### config.mk
export PLATFORM = sky130hd
export DESIGN_NAME = dual_baud_gen
export DESIGN_NICKNAME = d
export VERILOG_FILES = /design/src/rtl/baud_pkg.sv /design/src/rtl/baud_tap_counter.sv /design/src/rtl/baud_chan_select.sv /design/src/rtl/dual_baud_gen.sv
export SDC_FILE = /design/constraint.sdc
export NUM_CORES = 1
export LEC_CHECK = 0
export ABC_AREA = 1
export BUFFER_PORTS_ARGS = -buffer_cell sky130_fd_sc_hd__buf_2
export CORE_ASPECT_RATIO = 1.2
export CORE_UTILIZATION = 65
export CTS_CLUSTER_DIAMETER = 60
export DETAILED_ROUTE_END_ITERATION = 6
export PLACE_DENSITY = 0.88
export SLEW_MARGIN = 5
export SYNTH_ARGS = -nofsm -noshare
export SYNTH_HDL_FRONTEND = slang
export SYNTH_SLANG_ARGS = --single-unit
### constraint.sdc
create_clock -name clk -period 8.8 [get_ports clk]
set_clock_uncertainty 0.2 [all_clocks]
set_input_delay 0.88 -clock clk [delete_from_list [all_inputs] [get_ports clk]]
set_output_delay 0.88 -clock clk [all_outputs]
set_load 0.005 [all_outputs]
### src/rtl/baud_pkg.sv
package baud_pkg;

    localparam int unsigned NUM_TAPS = 10;
    localparam int unsigned NUM_CHAN = 2;

    typedef logic [NUM_TAPS-1:0] tap_vec_t;

    typedef struct packed {
        logic tick;
        logic fault;
    } chan_out_t;

    // divisor of the reference for tap k (slowest rate at k = 0)
    function automatic int unsigned tap_div(input int unsigned k);
        case (k)
            0:       return 1536;
            1:       return 1048;
            2:       return 768;
            3:       return 384;
            4:       return 192;
            5:       return 96;
            6:       return 64;
            7:       return 48;
            8:       return 24;
            default: return 12;
        endcase
    endfunction

    function automatic logic exactly_one(input tap_vec_t v);
        int unsigned n;
        n = 0;
        for (int i = 0; i < NUM_TAPS; i++) begin
            n = n + int'(v[i]);
        end
        return (n == 1);
    endfunction

endpackage

### src/rtl/baud_tap_counter.sv
module baud_tap_counter #(
    parameter int unsigned DIV = 12
) (
    input  logic clk,
    input  logic rst,
    output logic tick
);
    localparam int unsigned CW = $clog2(DIV);
    localparam logic [CW-1:0] LAST = CW'(DIV - 1);

    logic [CW-1:0] cnt;

    always_ff @(posedge clk) begin
        if (rst) begin
            cnt  <= '0;
            tick <= 1'b0;
        end else if (cnt == LAST) begin
            cnt  <= '0;
            tick <= 1'b1;
        end else begin
            cnt  <= cnt + 1'b1;
            tick <= 1'b0;
        end
    end

    // the count never leaves its range
    assert_cnt_in_range_R3: assert property (@(posedge clk) disable iff (rst)
        cnt <= LAST);

    // a pulse lasts one cycle
    assert_single_pulse_R3: assert property (@(posedge clk) disable iff (rst)
        tick |=> !tick);

    // counting restarts from zero right after each pulse
    assert_restart_after_tick_R2: assert property (@(posedge clk) disable iff (rst)
        tick |-> (cnt == CW'(0) || cnt == CW'(1)));

endmodule

### src/rtl/baud_chan_select.sv
module baud_chan_select
    import baud_pkg::*;
(
    input  logic      clk,
    input  logic      rst,
    input  tap_vec_t  sel,
    input  tap_vec_t  taps,
    output chan_out_t out
);
    logic valid;

    always_comb begin
        valid     = exactly_one(sel);
        out.fault = ~valid;
        out.tick  = valid & (|(sel & taps));
    end

    // an invalid setting never lets a pulse through
    assert_fault_blocks_tick_R7: assert property (@(posedge clk) disable iff (rst)
        out.fault |-> !out.tick);

    // a one-hot setting is never flagged
    assert_onehot_no_fault_R8: assert property (@(posedge clk) disable iff (rst)
        $onehot(sel) |-> !out.fault);

    // an empty setting is always flagged
    assert_empty_flagged_R6: assert property (@(posedge clk) disable iff (rst)
        (sel == '0) |-> out.fault);

endmodule

### src/rtl/dual_baud_gen.sv
module dual_baud_gen
    import baud_pkg::*;
(
    input  logic                clk,
    input  logic                rst,
    input  logic [NUM_TAPS-1:0] sel_a,
    input  logic [NUM_TAPS-1:0] sel_b,
    output logic                tick_a,
    output logic                tick_b,
    output logic                fault_a,
    output logic                fault_b
);
    tap_vec_t  taps;
    tap_vec_t  sel_arr [NUM_CHAN];
    chan_out_t ch_out  [NUM_CHAN];

    for (genvar t = 0; t < NUM_TAPS; t++) begin : g_tap
        baud_tap_counter #(
            .DIV (tap_div(t))
        ) u_cnt (
            .clk  (clk),
            .rst  (rst),
            .tick (taps[t])
        );
    end

    assign sel_arr[0] = sel_a;
    assign sel_arr[1] = sel_b;

    for (genvar c = 0; c < NUM_CHAN; c++) begin : g_chan
        baud_chan_select u_sel (
            .clk  (clk),
            .rst  (rst),
            .sel  (sel_arr[c]),
            .taps (taps),
            .out  (ch_out[c])
        );
    end

    assign tick_a  = ch_out[0].tick;
    assign fault_a = ch_out[0].fault;
    assign tick_b  = ch_out[1].tick;
    assign fault_b = ch_out[1].fault;

    logic rst_q;
    always_ff @(posedge clk) rst_q <= rst;

    // the cycle after a sampled reset has no pulse on either channel
    always_ff @(posedge clk) begin
        if (rst_q) begin
            assert_reset_quiet_R1: assert (!tick_a && !tick_b);
        end
    end

endmodule

==> results of run 1 <==
==> cell families after synthesis <==
family / synth area share (%)
fa+ha+maj: 11.5
buf+inv: 8.84
compound gates: 4.56
flops: 40.7
xor+xnor: 5.53
simple gates: 28.9
==> routing by layer <==
layer,share of wire (%),vias to the layer above,global-route usage (%)
met5,0,-,0
li1,-,1767,-
met1,42,1545,26.5
met4,2.2,0,14.3
met2,52,56,44.5
met3,3.8,18,3.33
==> state kept, by name (all words and copies together) (netlist names) <==
signal,cells
g_tap.u_cnt.cnt,77
g_tap.u_cnt.tick,10
==> power groups by stage <==
stage	registers [mW]	clock network [mW]	logic [mW]
after floorplan	0.421	0	0.0786
after global placement	0.422	0	0.0969
after detailed placement	0.423	0	0.104
after CTS	0.413	0.295	0.105
after global routing	0.415	0.311	0.122
final	0.413	0.288	0.104
==> cell type report <==
cell class	count	area, sq um	area share (%)
Inverter	92	350	7.47
Multi-Input combinational cell	373	2160	46.0
Sequential cell	87	1740	37.1
Tap cell	85	106	2.27
Clock buffer	10	138	2.93
Timing Repair Buffer	25	125	2.67
Clock inverter	6	73.8	1.57
==> worst min-delay path by stage <==
stage / startpoint / end / slack, ps / depth (start not counted)
finish: g_tap[6].u_cnt.cnt[0] / g_tap[6].u_cnt.cnt[0] / 250 / 1
global route: g_tap[6].u_cnt.cnt[0] / g_tap[6].u_cnt.cnt[0] / 270 / 1
CTS: g_tap[6].u_cnt.cnt[0] / g_tap[6].u_cnt.cnt[0] / 250 / 1
detailed placement: g_tap[6].u_cnt.cnt[0] / g_tap[6].u_cnt.cnt[0] / 240 / 1
global placement: g_tap[9].u_cnt.cnt[0] / g_tap[9].u_cnt.cnt[0] / 230 / 1
floorplan: g_tap[6].u_cnt.cnt[0] / g_tap[6].u_cnt.cnt[0] / 220 / 1
==> worst max-delay path, delay by kind of cell <==
| family | cells | cell delay [ps] |
|---|---|---|
| buf+inv | 5 | 400 |
| simple gates | 4 | 310 |
| fa+ha+maj | 6 | 2530 |
==> Yosys cell counts (all sizes together) (11+ instances only) <==
cell	n
a21oi	19
dfxtp	87
fa	12
ha	20
inv	92
nand2	121
nand3	36
nor2	102
nor3	13
o21ai	11
xnor2	12
xor2	15
==> per-stage QoR <==
step	setup WS, ps	std cells	area (sq um)	util [%]	power (mW)
after floorplan	3900	555	4280	-	0.499
after global placement	3670	662	4480	69.9	0.519
after detailed placement	3590	662	4480	69.9	0.527
after CTS	3580	678	4690	73.2	0.814
after global routing	3380	678	4690	73.2	0.849
final	3570	678	4690	73.2	0.806
==> placed cells by master, fill, tap and decap left out <==
cell type and n:
clkinv_4 2, nand2_1 117, nand3_2 4, nor2_1 96, buf_2 25, inv_1 91
nand3_1 32, nand2_2 2, nand2_4 2, dfxtp_1 87, nor2_2 2, bufinv_16 1
nor2_4 4, a211oi_1 1, or2_2 3, nor3_2 1, nor3_1 12, nand3b_1 3
inv_6 4, o21ai_0 7, xor2_1 15, o21ai_2 1, nand4_1 5, clkbuf_8 10
xnor2_1 12, ha_1 20, o21ai_4 3, a21oi_1 19, fa_1 12
==> summary.txt, run 1 <==
Top_reg_cell synth -> dfxtp_1
Worst path most repeated cell -> fa_1
Cells after Synth -> 555
Worst-margin pin slew -> 416 ps
Clock sink count -> 87
Die W -> 76.0 microns
Via count -> 3386
Starting Density -> 66.8%
Drt via density -> 4.99
Startpoint Class -> input port
Area delta synth->final -> 9.71%
Post-DP HPWL -> 5610 microns
Crit path arrival time -> 4150 ps
Initial antenna violation count -> 0
Final nets -> 642
Syn avg cell area -> 7.71 sq um
Post-Route WL -> 7530 microns
Starting DRC count in detailed routing -> 137
Worst Reg2Reg Path Length in Cells -> 6
CTS tree -> yes
FFs w/ async S/R, synth -> 0%
FF-to-FF End -> g_tap[5].u_cnt.cnt[0]
Top cells by area, synth -> dfxtp_1, nand2_1, nor2_1
Die Span Y -> 90.9 microns
Clock Latency Late Sink -> 360 ps
Syn_nets -> 609
Cell taking the most area after synthesis -> dfxtp_1
RSZ-0062 raised after global routing -> false
# Post-CTS Setup Buffers -> 0
Static leakage -> 2.05 nW
N_diodes -> 0
CP endpoint kind -> output pin
Die area -> 0.00691 sq mm
Peak supply drop -> 0.111 mV
CTS root buf -> clkbuf_8
Final hold violation count -> 0
P per Cell Area -> 172 mW/mm^2
1st-pass router iterations -> 4
CP Max Fanout -> 2
Status -> finished clean
Post-synth EDFFs -> 0
Vias in the first global route -> 3359
IO Pins -> 26
Worst min path class -> reg2reg
CTS HTree Levels -> 3
Remaining antenna violation count after routing -> 0
Crit-path slowest cell -> fa_1
Filler instances -> 471
Grt total ovfl -> 0
Reg power frac -> 51.3%
Worst setup path start -> sel_b[0]
Final worst-path cycle share -> 59.4%
Crit path to -> tick_b
Setup TNS -> 0 ps
Wire per inst -> 11.1 microns
Hold WS -> 250 ps
Peak Freq -> 191 MHz
Crit Path Category -> in2out
PortBufs -> 25
Layout cells sized above 1 -> 10.8%
CTS Hold Bufs -> 0
First-pass GRT wire length -> 13600 microns
Switching Fraction -> 26.5%
CP peak stage delay -> 510 ps
GRT Util Overall -> 24.3%
Critical path cell sequence -> buf_2 > ha_1 > inv_1 > fa_1 > fa_1 > fa_1 > fa_1 > fa_1 > nand2_1 > nor3_1 > nand2_1 > inv_1 > nand2_1 > inv_1 > buf_2
Fin. max-slew vios -> 0
RD Place Congestion -> 0.860
Max_cap viols -> 0
Switching power -> 0.213 mW
Clk network pwr share -> 35.8%
Synth warn -> 0
Seq/Total Area, Yosys -> 40.7%
CP Data Required Time -> 7720 ps
Internal cell power -> 0.593 mW
CTS-repair resized insts -> 0
Minimum clock period -> 5230 ps
Netlist cell types -> 27
Total CTS buffers -> 9
Setup violations, final -> 0
Max Buffers Root-to-Sink -> 2
Core area -> 0.00641 sq mm
Rows -> 32
Reg-to-reg startpoint -> g_tap[5].u_cnt.cnt[0]
Reg2reg setup slack -> 7210 ps
#FFs+latches synth -> 87
Clock transition at the registers of the reported paths -> 80 ps
Area share of the largest cell type after synthesis -> 40.7%
Detailed-route DRC error count -> 0
Cell Area, Synth -> 0.00428 sq mm
Logic pwr share -> 12.9%
Largest net degree at the start of global routing -> 17
Relative slew slack -> 72.3%
Note: power is estimated with default switching activity, not from simulation.
==> run 2: changes to the inputs <==
--- a/config.mk
+++ b/config.mk
@@ -5,13 +5,13 @@
 export SDC_FILE = /design/constraint.sdc
 export NUM_CORES = 1
 export LEC_CHECK = 0
-export ABC_AREA = 1
+export ABC_AREA = 0
 export BUFFER_PORTS_ARGS = -buffer_cell sky130_fd_sc_hd__buf_2
 export CORE_ASPECT_RATIO = 1.2
-export CORE_UTILIZATION = 65
+export CORE_UTILIZATION = 60
 export CTS_CLUSTER_DIAMETER = 60
 export DETAILED_ROUTE_END_ITERATION = 6
-export PLACE_DENSITY = 0.88
+export PLACE_DENSITY = 0.83
 export SLEW_MARGIN = 5
 export SYNTH_ARGS = -nofsm -noshare
 export SYNTH_HDL_FRONTEND = slang
==> constraint.sdc (replaced) <==
create_clock -name clk -period 5.25 [get_ports clk]
set_clock_uncertainty 0.2 [all_clocks]
set_input_delay 0.525 -clock clk [delete_from_list [all_inputs] [get_ports clk]]
set_output_delay 0.525 -clock clk [all_outputs]
set_load 0.005 [all_outputs]
==> run 2 against run 1 <==
First-iteration DRC count up 23%. Combinational power increased by 64%. Via count down 16%. Area after synthesis decreased by 6.2%. Critical path depth shrank 2. Utilization shrank 5.4 points. Clock power rose by 38%. Hold slack improved by 0.83 ps. Cell count is 19% lower. Critical path type unchanged. Largest power group unchanged.
==> summary.txt, run 2 <==
Via count -> 2828 (-16%)
Layout cells sized above 1 -> 12.0% (+1.2 points)
Cell Area, Synth -> 0.00401 sq mm (-6.2%)
CTS root buf -> clkbuf_8
CP Data Required Time -> 4530 ps (-3190 ps)
Area share of the largest cell type after synthesis -> 43.4% (+2.7 points)
Worst path most repeated cell -> fa_1
Max reg flops -> 77 (unchanged)
Peak supply drop -> 0.141 mV (+27%)
Cells after Synth -> 432 (-22%)
N_diodes -> 0 (unchanged)
Area post-placement -> 0.00421 sq mm (-6.1%)
Top cells by area, synth -> dfxtp_1, nor2_1, ha_1
Clock transition at the registers of the reported paths -> 80 ps (about the same)
Die W -> 76.6 microns (+0.77%)
Worst Reg2Reg Path Length in Cells -> 5 (-1)
Starting Density -> 62.2% (-4.5 points)
Starting DRC count in detailed routing -> 169 (+23%)
PortBufs -> 25 (unchanged)
1st-pass router iterations -> 5 (+1)
Commonest non-fill, non-tap cell in the layout -> dfxtp_1
Total CTS buffers -> 9 (unchanged)
Static leakage -> 1.78 nW (-13%)
Commonest cells after routing, fill and taps aside -> dfxtp_1, nor2_1, inv_1
Syn_nets -> 486 (-20%)
FFs w/ async S/R, synth -> 0% (unchanged)
Most frequent cells after synthesis -> dfxtp_1, nor2_1, inv_1
Relative slew slack -> 50.9% (-21 points)
Worst min path class -> reg2reg
Seq/Total Area, Yosys -> 43.4% (+2.7 points)
Most flops, register -> g_tap.u_cnt.cnt
Worst-margin pin slew -> 736 ps (+321 ps)
Logic pwr share -> 13.5% (+0.6 points)
Final hold violation count -> 0 (unchanged)
Max_cap viols -> 0 (unchanged)
Area delta synth->final -> 9.02%
Max Buffers Root-to-Sink -> 2 (unchanged)
Final Worst Setup Slack -> 356 ps (-3210 ps)
IO Pins -> 26 (unchanged)
Pre-CTS WS -> 375 ps (-3210 ps)
Biggest registers after layout -> g_tap.u_cnt.cnt (77), g_tap.u_cnt.tick (10)
Die area -> 0.00702 sq mm (+1.5%)
Cell taking the most area after synthesis -> dfxtp_1
P per Cell Area -> 289 mW/mm^2 (+68%)
CTS-repair resized insts -> 0 (unchanged)
Worst hold start -> g_tap[8].u_cnt.cnt[0]
Fin. max-slew vios -> 0 (unchanged)
GRT Util Overall -> 21.0% (-3.3 points)
First-pass GRT wire length -> 11700 microns (-14%)
RSZ-0062 raised after global routing -> false
Syn avg cell area -> 9.28 sq um (+20%)
Reg2reg setup slack -> 3540 ps (-3670 ps)
Switching Fraction -> 26.2% (-0.31 points)
Startpoint Class -> input port
Netlist cell types -> 42 (+56%)
# Post-CTS Setup Buffers -> 0 (unchanged)
Initial antenna violation count -> 0 (unchanged)
Wire per inst -> 11.8 microns (+6.6%)
Finished Cell Area -> 0.00437 sq mm (-6.8%)
Rows -> 32 (unchanged)
Post-synth EDFFs -> 0 (unchanged)
Minimum clock period -> 4890 ps
Core area -> 0.00645 sq mm (+0.63%)
Final worst-path cycle share -> 93.2%
FF-to-FF End -> g_tap[0].u_cnt.cnt[2]
Worst Hold Endpoint -> g_tap[8].u_cnt.cnt[0]
RD Place Congestion -> 0.835 (-2.9%)
Hold Path Depth -> 1 (unchanged)
Switching power -> 0.331 mW (+55%)
Reg power frac -> 55.1% (+3.8 points)
CP endpoint kind -> output pin
Clock Latency Late Sink -> 350 ps (about the same)
Vias in the first global route -> 2887 (-14%)
Drt via density -> 5.13 (+2.8%)
Clock sink count -> 87 (unchanged)
Post-DP HPWL -> 4810 microns (-14%)
CTS Hold Bufs -> 0 (unchanged)
Remaining antenna violation count after routing -> 0 (unchanged)
Worst path bufs/invs -> 3 (-2)
Internal cell power -> 0.933 mW (+58%)
Setup violations, final -> 0 (unchanged)
Crit Path Category -> in2out
Crit-path slowest cell -> fa_1
CP Max Fanout -> 2 (unchanged)
Synth warn -> 0 (unchanged)
Post-Route WL -> 6520 microns (-13%)
CP peak stage delay -> 520 ps (about the same)
Reg-to-reg startpoint -> g_tap[0].u_cnt.cnt[0]
Largest net degree at the start of global routing -> 44 (+27)
#FFs+latches synth -> 87 (unchanged)
Clk network pwr share -> 31.4% (-4.4 points)
Grt total ovfl -> 0 (unchanged)
Top_reg_cell synth -> dfxtp_1
Die Span Y -> 91.6 microns (+0.77%)
Detailed-route DRC error count -> 0 (unchanged)
Peak Freq -> 204 MHz
Status -> finished clean
Final nets -> 515 (-20%)
Crit path arrival time -> 4170 ps (+20 ps)
Critical path cell sequence -> buf_2 > ha_1 > inv_1 > fa_1 > fa_1 > fa_1 > fa_1 > fa_1 > nor2_1 > a31oi_1 > or4b_4 > a31oi_1 > buf_2
Setup TNS -> 0 ps (unchanged)
CTS tree -> yes
CTS HTree Levels -> 3 (unchanged)
Most common cell in the synthesized netlist -> dfxtp_1
Crit path max-delay family -> adder cells
[run 2: cell count changes after synthesis, moves of 9 or more]
| cell | change |
|---|---|
| nand2_1 | -96 |
| inv_1 | -51 |
| a21oi_1 | -14 |
| xnor2_1 | +14 |
| nor2_1 | -11 |
| xor2_1 | +9 |
[run 2: worst max path at each step]
stage / start / to / slack, ps / cells past startpoint
floorplan: sel_b[0] / tick_b / 730 / 11
CTS: sel_a[0] / tick_a / 380 / 13
finish: sel_a[0] / tick_a / 360 / 13
global route: sel_a[0] / tick_a / 240 / 13
global placement: sel_b[0] / tick_b / 480 / 13
detailed placement: sel_a[0] / tick_a / 380 / 13
[run 2: final cells by class]
| class | instances | area [sq um] |
|---|---|---|
| multi-input cells | 298 | 2080 |
| fillers | 487 | 2070 |
| flip-flops and latches | 87 | 1740 |
| inverters | 40 | 150 |
| clock buffers | 11 | 131 |
| repair buffers | 25 | 125 |
| well taps | 85 | 106 |
| clock inverters | 5 | 35.0 |
[run 2: worst register-to-register path: stages, from the launching register on]
cell and delay (ps):
dfxtp_1 370, ha_1 230, nand4_2 150, nor3_2 280
a31o_2 290, nor2_1 80
[run 2: cells by family (layout without fill, tap and decap cells)]
kind of cell / after synthesis / in the layout / synth area share (%)
compound gates: 24 / 24 / 4.06
fa+ha+maj: 32 / 32 / 12.2
flops: 87 / 87 / 43.4
xor+xnor: 50 / 50 / 10.9
mux: 3 / 3 / 0.749
simple gates: 189 / 189 / 24.0
buf+inv: 47 / 81 / 4.65
[run 2: per-layer routing]
| metal | GRT usage (%) | vias to the layer above | part of all wire (%) |
|---|---|---|---|
| li1 | - | 1461 | - |
| met1 | 22.8 | 1313 | 45 |
| met2 | 38.7 | 44 | 50 |
| met3 | 4.22 | 10 | 2.5 |
| met4 | 9.94 | 0 | 1.8 |
| met5 | 0 | - | 0 |
[run 2: stage by stage]
stage / power (mW) / std cells / util [%] / hold slack [ps]
global route: 1.34 / 551 / 67.8 / 272
detailed placement: 0.881 / 535 / 65.2 / 240
finish: 1.26 / 551 / 67.8 / 251
CTS: 1.28 / 551 / 67.8 / 256
floorplan: 0.837 / 432 / - / 218
global placement: 0.867 / 535 / 65.2 / 227
[run 2: power by group through the flow]
| stage | combinational (mW) | sequential (mW) | clock (mW) |
|---|---|---|---|
| 3_3_place_gp | 0.157 | 0.711 | 0 |
| 5_1_grt | 0.197 | 0.700 | 0.442 |
| 3_5_place_dp | 0.169 | 0.712 | 0 |
| 2_1_floorplan | 0.128 | 0.708 | 0 |
| 4_1_cts | 0.173 | 0.696 | 0.411 |
| 6_report | 0.171 | 0.696 | 0.397 |
==> run 3: changes to the inputs <==
--- a/config.mk
+++ b/config.mk
@@ -11,6 +11,7 @@
 export CORE_UTILIZATION = 60
 export CTS_CLUSTER_DIAMETER = 60
 export DETAILED_ROUTE_END_ITERATION = 6
+export HOLD_SLACK_MARGIN = 0.1
 export PLACE_DENSITY = 0.83
 export SLEW_MARGIN = 5
 export SYNTH_ARGS = -nofsm -noshare
==> constraint.sdc (replaced) <==
create_clock -name clk -period 5.25 [get_ports clk]
set_clock_uncertainty 0.2 [all_clocks]
set_input_delay 0.7875 -clock clk [delete_from_list [all_inputs] [get_ports clk]]
set_output_delay 0.7875 -clock clk [all_outputs]
set_load 0.005 [all_outputs]
==> run 3 against run 2 <==
The flow now finishes with violations (setup timing). Hold slack worse by 4.8 ps. Power up 16%. Sequential power about the same. Non-clock buffer count up 3. First-iteration DRC count down 5.3%. Sequential share of layout area down 1.6 points. Critical path depth unchanged. Sequential cell count unchanged. Clock power up 48%. Wire length down 0.43%. Critical path type unchanged. Highest routed layer unchanged.
==> summary.txt, run 3 (same netlist as run 2, synthesis figures left out) <==
Status -> finished with violations
Failing checks -> setup timing
Layout cells sized above 1 -> 14.7% (+2.7 points)
Final worst-path cycle share -> 100% (+6.8 points)
CP Data Required Time -> 4260 ps (-270 ps)
Worst-margin pin slew -> 736 ps (-0.637 ps)
Commonest non-fill, non-tap cell in the layout -> dfxtp_1
CTS HTree Levels -> 3 (unchanged)
Area post-placement -> 0.00423 sq mm (+0.54%)
Met3 usage in global routing -> 5.33% (+1.1 points)
Via count -> 2920 (+3.3%)
Fin. max-slew vios -> 0 (unchanged)
Die W -> 76.6 microns (unchanged)
Reg2reg setup slack -> 3530 ps (about the same)
Post-Route WL -> 6500 microns (-0.43%)
Crit path arrival time -> 4260 ps (+90 ps)
Critical path cell sequence -> buf_6 > ha_4 > inv_2 > fa_1 > fa_1 > fa_1 > fa_2 > fa_2 > nor2_2 > a31oi_1 > or4b_4 > a31oi_1 > buf_2
Worst setup path start -> sel_b[1]
Biggest registers after layout -> g_tap.u_cnt.cnt (77), g_tap.u_cnt.tick (10)
Peak Freq -> 190 MHz (-6.8%)
Starting Density -> 62.2% (unchanged)
FF-to-FF End -> g_tap[0].u_cnt.cnt[4]
Minimum clock period -> 5250 ps (+357 ps)
Met2 usage -> 36.6% (-2.2 points)
Post-DP HPWL -> 4760 microns (-1.0%)
Pre-CTS WS -> -133 ps (-509 ps)
Worst min path class -> reg2reg
Max Buffers Root-to-Sink -> 2 (unchanged)
Clock Latency Late Sink -> 350 ps (about the same)
Drt via density -> 5.27 (+2.7%)
Static leakage -> 1.84 nW (+3.4%)
RSZ-0062 raised after global routing -> true
CP endpoint kind -> output pin
Sequential Area -> 0.00174 sq mm (unchanged)
# Post-CTS Setup Buffers -> 0 (unchanged)
Multi-input gate area -> 0.00212 sq mm (+1.8%)
Setup violations, final -> 1 (+1)
Grt total ovfl -> 0 (unchanged)
Commonest cells after routing, fill and taps aside -> dfxtp_1, nor2_1, inv_1
Core area -> 0.00645 sq mm (unchanged)
First-pass GRT wire length -> 11700 microns (-0.30%)
Die area -> 0.00702 sq mm (unchanged)
Largest net degree at the start of global routing -> 44 (unchanged)
Finished Cell Area -> 0.00455 sq mm (+4.1%)
Crit path to -> tick_b
Rows -> 32 (unchanged)
Total CTS buffers -> 9 (unchanged)
Detailed-route DRC error count -> 0 (unchanged)
IO Pins -> 26 (unchanged)
Layout Cells excl Fill -> 554 (+0.54%)
Placed cells -> 538 (+0.56%)
Relative slew slack -> 50.9% (about the same)
Final hold violation count -> 0 (unchanged)
Initial antenna violation count -> 0 (unchanged)
Max reg flops -> 77 (unchanged)
Final Worst Setup Slack -> -0.898 ps (-357 ps)
CTS tree -> yes
Vias in the first global route -> 2867 (-0.69%)
CP Max Fanout -> 2 (unchanged)
Clock sink count -> 87 (unchanged)
Clock transition at the registers of the reported paths -> 80 ps (about the same)
PortBufs -> 25 (unchanged)
CP Depth -> 13 (unchanged)
P per Cell Area -> 322 mW/mm^2 (+11%)
Wire per inst -> 11.7 microns (-0.97%)
Most flops, register -> g_tap.u_cnt.cnt
Setup TNS -> -0.898 ps (-0.898 ps)
Final nets -> 518 (+0.58%)
Die Span Y -> 91.6 microns (unchanged)
N_diodes -> 0 (unchanged)
Crit Path Category -> in2out
RD Place Congestion -> 0.836 (about the same)
1st-pass router iterations -> 4 (-1)
Filler instances -> 472 (-3.1%)
Final Power -> 1.46 mW (+16%)
Worst path most repeated cell -> fa_1
Startpoint Class -> input port
CP peak stage delay -> 520 ps (about the same)
Worst Reg2Reg Path Length in Cells -> 5 (unchanged)
Max_cap viols -> 0 (unchanged)
Starting DRC count in detailed routing -> 160 (-5.3%)
Crit-path slowest cell -> fa_1
Most crowded layer after global routing -> met2
GRT Util Overall -> 20.8% (-0.26 points)
Area delta synth->final -> 13.5%
Reg-to-reg startpoint -> g_tap[0].u_cnt.cnt[0]
Peak supply drop -> 0.140 mV (-0.88%)
Remaining antenna violation count after routing -> 0 (unchanged)
Global routing met1 resource utilization -> 23.3% (+0.51 points)
Worst path bufs/invs -> 3 (unchanged)
Crit path max-delay family -> adder cells
CTS root buf -> clkbuf_8
-- run 3: repair_timing --
action,4_1_cts,5_1_grt
resized for setup,9,6
gates cloned,0,0
hold buffers,0,0
setup endpoints to repair,3,3
-- run 3: worst register-to-register path, cell delays in order, from the launching register on --
cell and delay [ps]:
dfxtp_1 380, ha_1 230, nand4_2 150, nor3_2 290, a31o_2 290, nor2_1 70
-- run 3: worst min-delay path by stage --
stage,start,to,slack (ps),cells after the start
after detailed placement,g_tap[1].u_cnt.cnt[0],g_tap[1].u_cnt.cnt[0],240,1
after CTS,g_tap[1].u_cnt.cnt[0],g_tap[1].u_cnt.cnt[0],250,1
after global routing,g_tap[1].u_cnt.cnt[0],g_tap[1].u_cnt.cnt[0],260,1
after global placement,g_tap[1].u_cnt.cnt[0],g_tap[1].u_cnt.cnt[0],230,1
after floorplan,g_tap[6].u_cnt.cnt[0],g_tap[6].u_cnt.cnt[0],220,1
final,g_tap[1].u_cnt.cnt[0],g_tap[1].u_cnt.cnt[0],250,1
-- run 3: power by group --
part           switching [mW]  internal [mW]  leakage (nW)
clock                   0.224          0.363         0.126
sequential             0.0173          0.679         0.707
combinational          0.0903         0.0900          1.01
-- run 3: layer usage --
layer | share of wire (%) | routed length, microns
met4 | 1.7 | 110
met3 | 3.4 | 223
met5 | 0 | 0
met2 | 50 | 3250
met1 | 45 | 2910
-- run 3: cell type report --
cell class                      count  area share [%]
Clock buffer                       10            2.80
Clock inverter                      6            2.91
Inverter                           40            3.30
Tap cell                           85            2.34
Multi-Input combinational cell    298            46.6
Timing Repair Buffer               28            3.79
Sequential cell                    87            38.3
-- run 3: per-stage QoR --
| step | util, % | hold WS [ps] |
|---|---|---|
| final | 70.6 | 246 |
| after global routing | 70.6 | 259 |
| after floorplan | - | 218 |
| after CTS | 70.3 | 253 |
| after detailed placement | 65.6 | 241 |
| after global placement | 65.6 | 227 |
